===== src/rtl/match_timer.sv =====
module match_timer #(
  parameter int W         = 32,
  parameter int AW        = 5,
  parameter int DW        = 2,
  parameter int CLR_TICKS = 2,
  parameter int PEND_BIT  = 10
) (
  input  logic          clk,
  input  logic          rst_n,
  input  logic [AW-1:0] addr,
  input  logic [W-1:0]  wdata,
  input  logic          we,
  output logic [W-1:0]  rdata,
  output logic          irq
);

  localparam int PTW = (CLR_TICKS > 1) ? $clog2(CLR_TICKS) : 1;
  localparam logic [PTW-1:0] PT_LAST = PTW'(CLR_TICKS - 1);
  localparam logic [AW-1:0] A_MATCH = AW'(8'h00);
  localparam logic [AW-1:0] A_COUNT = AW'(8'h04);
  localparam logic [AW-1:0] A_CTRL  = AW'(8'h08);
  localparam logic [AW-1:0] A_CLR   = AW'(8'h0C);
  localparam logic [AW-1:0] A_DIV   = AW'(8'h10);
  localparam logic [AW-1:0] A_STAT  = AW'(8'h14);

  logic [W-1:0]   match_q, cnt_q, cnt_nxt;
  logic           run_q, com_q, pend_q, irq_q;
  logic [DW-1:0]  div_q, pcnt_q;
  logic [PTW-1:0] pt_q;
  logic           tick, step, clr_wr, div_wr, clr_done;

  assign tick     = (pcnt_q == div_q);
  assign step     = run_q && tick;
  assign clr_wr   = we && (addr == A_CLR);
  assign div_wr   = we && (addr == A_DIV);
  assign clr_done = pend_q && tick && (pt_q == PT_LAST) && !clr_wr;
  assign cnt_nxt  = (com_q && cnt_q == match_q) ? '0 : cnt_q + W'(1);
  assign irq      = irq_q;

  always_ff @(posedge clk or negedge rst_n) begin
    if (!rst_n) begin
      match_q <= '0;
      run_q   <= 1'b0;
      com_q   <= 1'b0;
      div_q   <= '0;
    end else if (we) begin
      if (addr == A_MATCH) match_q <= wdata;
      if (addr == A_CTRL) begin
        run_q <= wdata[0];
        com_q <= wdata[1];
      end
      if (addr == A_DIV) div_q <= wdata[DW-1:0];
    end
  end

  always_ff @(posedge clk or negedge rst_n) begin
    if (!rst_n)      pcnt_q <= '0;
    else if (div_wr) pcnt_q <= '0;
    else if (tick)   pcnt_q <= '0;
    else             pcnt_q <= pcnt_q + DW'(1);
  end

  always_ff @(posedge clk or negedge rst_n) begin
    if (!rst_n) begin
      pend_q <= 1'b0;
      pt_q   <= '0;
    end else if (clr_wr) begin
      pend_q <= 1'b1;
      pt_q   <= '0;
    end else if (pend_q && tick) begin
      if (pt_q == PT_LAST) pend_q <= 1'b0;
      else                 pt_q   <= pt_q + PTW'(1);
    end
  end

  always_ff @(posedge clk or negedge rst_n) begin
    if (!rst_n) begin
      cnt_q <= '0;
      irq_q <= 1'b0;
    end else begin
      if (clr_done)  cnt_q <= '0;
      else if (step) cnt_q <= cnt_nxt;
      irq_q <= step && !clr_done && (cnt_nxt == match_q) && (cnt_nxt != cnt_q);
    end
  end

  always_comb begin
    rdata = '0;
    case (addr)
      A_MATCH: rdata = match_q;
      A_COUNT: rdata = cnt_q;
      A_CTRL:  rdata = {{(W-2){1'b0}}, com_q, run_q};
      A_DIV:   rdata = {{(W-DW){1'b0}}, div_q};
      A_STAT:  rdata[PEND_BIT] = pend_q;
      default: rdata = '0;
    endcase
  end


  stop_hold_chk: assert property (@(posedge clk) disable iff (!rst_n)
    (!run_q && !pend_q && !clr_wr) |=> $stable(cnt_q));


  step_size_chk: assert property (@(posedge clk) disable iff (!rst_n)
    (cnt_q != $past(cnt_q)) |-> (cnt_q == $past(cnt_q) + W'(1) || cnt_q == '0));


  clear_lands_chk: assert property (@(posedge clk) disable iff (!rst_n)
    $fell(pend_q) |-> (cnt_q == '0));


  irq_pulse_chk: assert property (@(posedge clk) disable iff (!rst_n)
    irq_q |=> !irq_q);


  irq_match_chk: assert property (@(posedge clk) disable iff (!rst_n)
    irq_q |-> (cnt_q == $past(match_q)));


  irq_run_chk: assert property (@(posedge clk) disable iff (!rst_n)
    irq_q |-> $past(run_q));

endmodule


===== config.mk =====
export PLATFORM = sky130hd
export DESIGN_NAME = match_timer
export DESIGN_NICKNAME = d
export VERILOG_FILES = /design/src/rtl/match_timer.sv
export SDC_FILE = /design/constraint.sdc
export NUM_CORES = 1
export LEC_CHECK = 0
export BUFFER_PORTS_ARGS = -buffer_cell sky130_fd_sc_hd__buf_2
export CAP_MARGIN = 40
export CORE_MARGIN = 5
export CORE_UTILIZATION = 45
export DETAILED_ROUTE_END_ITERATION = 10
export PLACE_DENSITY = 0.7
export SYNTH_ARGS = -nofsm -noshare
export SYNTH_HDL_FRONTEND = slang
export SYNTH_SLANG_ARGS = --single-unit

===== constraint.sdc =====
create_clock -name clk -period 3.15 [get_ports clk]
set_input_delay 0.63 -clock clk [delete_from_list [all_inputs] [get_ports clk]]
set_output_delay 0.63 -clock clk [all_outputs]
set_load 0.01 [all_outputs]

==> flow_summary_export.csv <==
group,metric,value,unit
status,outcome,"complete, no violations",
power_and_ir_drop,p_seq_share,35.8,%
cts,cts_tree,"built",
sta,timing.hold.ws,227.6,ps
route,drc,0,
sta,max_freq,0.3280,GHz
logic_synthesis,netlist_instances,568,
critical_path,arrival,3300,ps
cells_and_area,antennaDiodeCount,0,
power_and_ir_drop,power_density,558.4,nW/um^2
logic_synthesis,synth_edf_count,0,
logic_synthesis,synth_area_leaders,"dfrtp_1, xnor2_1, mux2_2, a22o_1, o21ai_0",
sta,tightest_slew,583.4,ps
min_path,hold_class,"input pin to async pin",
critical_path,cp-start-kind,"flip-flop",
grt,grt_max_degree,43,
cts,h-tree-depth,3,
logic_synthesis,syn_nets,609,
job,maxCapViolations,0,
logic_synthesis,seq_area_frac_synth,34.63,%
sta,setup_viol,0,
power_and_ir_drop,switching_share,32.49,%
route,viasPerCell,6.317,
cells_and_area,fin_cells,801,
power_and_ir_drop,power.net_switching,0.001151,W
cts,clk_path_buf_depth,2,
floorplanning,rows,39,
grt,grt_pass1_vias,5026,
critical_path,required,3400,ps
grt,grt_overflow,0,
floorplanning,pin_count,73,
floorplanning,die_y,118.3,um
route,wl,18500,um
place,placed_cell_area,5942,um^2
grt,grtUsageTotal,26.39,%
cells_and_area,drive_above_1_share,31.46,%
sta,finClkSkew,9.527,ps
cts,cts.clk_slew.worst_paths,60,ps
logic_synthesis,syn_avg_cell_area,9.287,um^2
route,antenna_left,0,
critical_path,end_kind,"flip-flop",
floorplanning,design.die.area,13990,um^2
place,post-place-cells,785,
sta,fin_crit_sh,96.80,%
power_and_ir_drop,vdd_drop_max,485.7,uV
floorplanning,start_util,46.00,%
route,first_iter_violations,531,
sta,hold_viol_final,0,
sta,relSlewSlack,60.75,%
grt,antenna_found_initial,0,
logic_synthesis,synth_top_area_share,34.63,%
cts,postCtsHoldBufs,0,
logic_synthesis,yosysWarnings,0,
cts,cts-root-buf,"clkbuf_16",
place,gp_congestion,0.9737,
cts,cts_buffers,9,
critical_path,worst-path-max-fanout,7,
logic_synthesis,synth_largest_area_cell,"dfrtp_1",
sta,drv_slew,0,
place,place_hpwl,13770,um
cts,clock_latency,350,ps
cells_and_area,syn2layout_area_growth,20.28,%
sta,min_period,3049,ps
logic_synthesis,async_flop_share,100.0,%
floorplanning,die_x,118.3,um
power_and_ir_drop,p_int,0.002392,W
route,drtPass1Iterations,6,
logic_synthesis,synth-seq-cells,73,
route,vias,5060,
logic_synthesis,syn_area,5275,um^2
logic_synthesis,synth_ff_type,"dfrtp_1",
power_and_ir_drop,p_total,0.003543,W
power_and_ir_drop,power_frac_comb,27.5,%
route,wl_per_cell,23.09,um
power_and_ir_drop,leakage,2.819,nW
cts,clock_sinks,73,
cells_and_area,final_net_count,694,
place,portBuffers,72,
floorplanning,coreArea,11470,um^2
critical_path,worstSetupPathType,"flip-flop to flip-flop",
power_and_ir_drop,p_clk_share,36.7,%
cells_and_area,finalInstanceArea,6345,um^2
grt,grt_pass1_wl,29280,um
logic_synthesis,ys_types,68,
[state kept, by name, indices dropped and copies added, names as in the netlist]
signal   cells
pend_q       1
pt_q         1
com_q        1
cnt_q       32
match_q     32
pcnt_q       2
irq          1
run_q        1
div_q        2
[logic make-up after synthesis]
| kind of cell | count (synthesis) | synth area share, % |
|---|---|---|
| compound gates | 134 | 17.91 |
| xor+xnor | 65 | 11.05 |
| fa+ha+maj | 1 | 0.2372 |
| buf+inv | 63 | 7.329 |
| flops | 73 | 34.63 |
| mux | 42 | 8.847 |
| simple gates | 190 | 20.00 |
[power groups by stage]
stage	combinational [W]	sequential (W)	clock (W)
global route	0.00105	0.00129	0.00137
floorplan	0.000616	0.00122	0
global placement	0.000934	0.00127	0
detailed placement	0.000943	0.00128	0
finish	0.000975	0.00127	0.00130
CTS	0.000953	0.00126	0.00132
[synth_stat cells, types with 3 or more instances]
cell type and number:
nand3_1 13, or4_1 3, xnor2_1 48, nor4_1 26, nand2b_1 4, xor2_1 16
buf_1 3, and3_1 12, mux2_2 37, inv_1 7, dfrtp_1 73, nand4_1 17
o31ai_1 14, mux2i_1 5, nor2_1 34, o221ai_1 3, nand2_1 37, a22oi_1 3
clkbuf_8 3, a21o_1 4, o22ai_1 5, a21oi_1 9, nor3_1 14, and2_1 3
clkbuf_1 23, buf_4 7, buf_2 9, o21ai_0 42, a22o_1 31, buf_6 9
or3_2 4, or3_1 3, o41ai_1 3, and4_1 4
[metal layers]
layer | vias up | wire (um) | global-route usage [%]
met1 | 2424 | 7929 | 38.18
met3 | 38 | 1847 | 5.110
met5 | - | 0 | 0
met2 | 315 | 8198 | 39.42
li1 | 2283 | - | -
met4 | 0 | 520 | 9.176
[final timing paths]
path	slack (ps)	start	cells after the start	endpoint
setup / recovery	100	cnt_q[12]	8	irq
hold / removal	230	rst_n	1	cnt_q[12]
setup reg to reg	100	cnt_q[12]	8	irq
hold reg to reg	500	pcnt_q[0]	1	pcnt_q[0]
max in group asynchronous	2330	rst_n	2	cnt_q[21]
min in group clk	500	pcnt_q[0]	1	pcnt_q[0]
[worst max-delay path, cell delays in order, from the launching register on]
cell	delay [ps]
dfrtp_1	370
nand4_2	180
or3_2	580
or4_2	760
xor2_2	200
o221ai_1	170
nor4_2	310
o22ai_1	140
nor4_2	250
[placed cells by master (no fill, tap or decap), types with 5 or more instances in the layout]
master	instances
nor2_1	33
mux2i_1	5
xnor2_1	48
inv_1	7
and3_1	12
clkbuf_16	9
nand3_1	13
dfrtp_1	73
nand4_1	17
buf_2	71
nor3_1	13
o21ai_0	41
o31ai_1	14
nor4_1	24
xor2_1	15
buf_4	56
o22ai_1	5
mux2_2	37
a22o_1	31
nand2_1	37
a21oi_1	9
[what timing repair did]
item	in CTS	in global routing
setup endpoints to repair	0	1
resized for setup	0	5
buffers inserted	0	0
[through the flow]
step	setup WS (ps)	utilization, %	TNS (ps)
finish	100.9	55.33	0
global route	-0.5971	55.33	-0.5971
CTS	41.48	55.10	0
detailed placement	79.91	51.82	0
global placement	222.7	51.64	0
floorplan	178.2	-	0
[area by class of cell]
class                      instances  area, um^2
clock buffer                      10       239.0
tap                              143       178.9
sequential                        73        1827
inverter                           7       26.28
clock inverter                     6       137.6
multi-input combinational        432        3100
fill                            1045        5122
timing repair buffer             130       835.8
No activity file was read; power rests on OpenSTA's default activity.
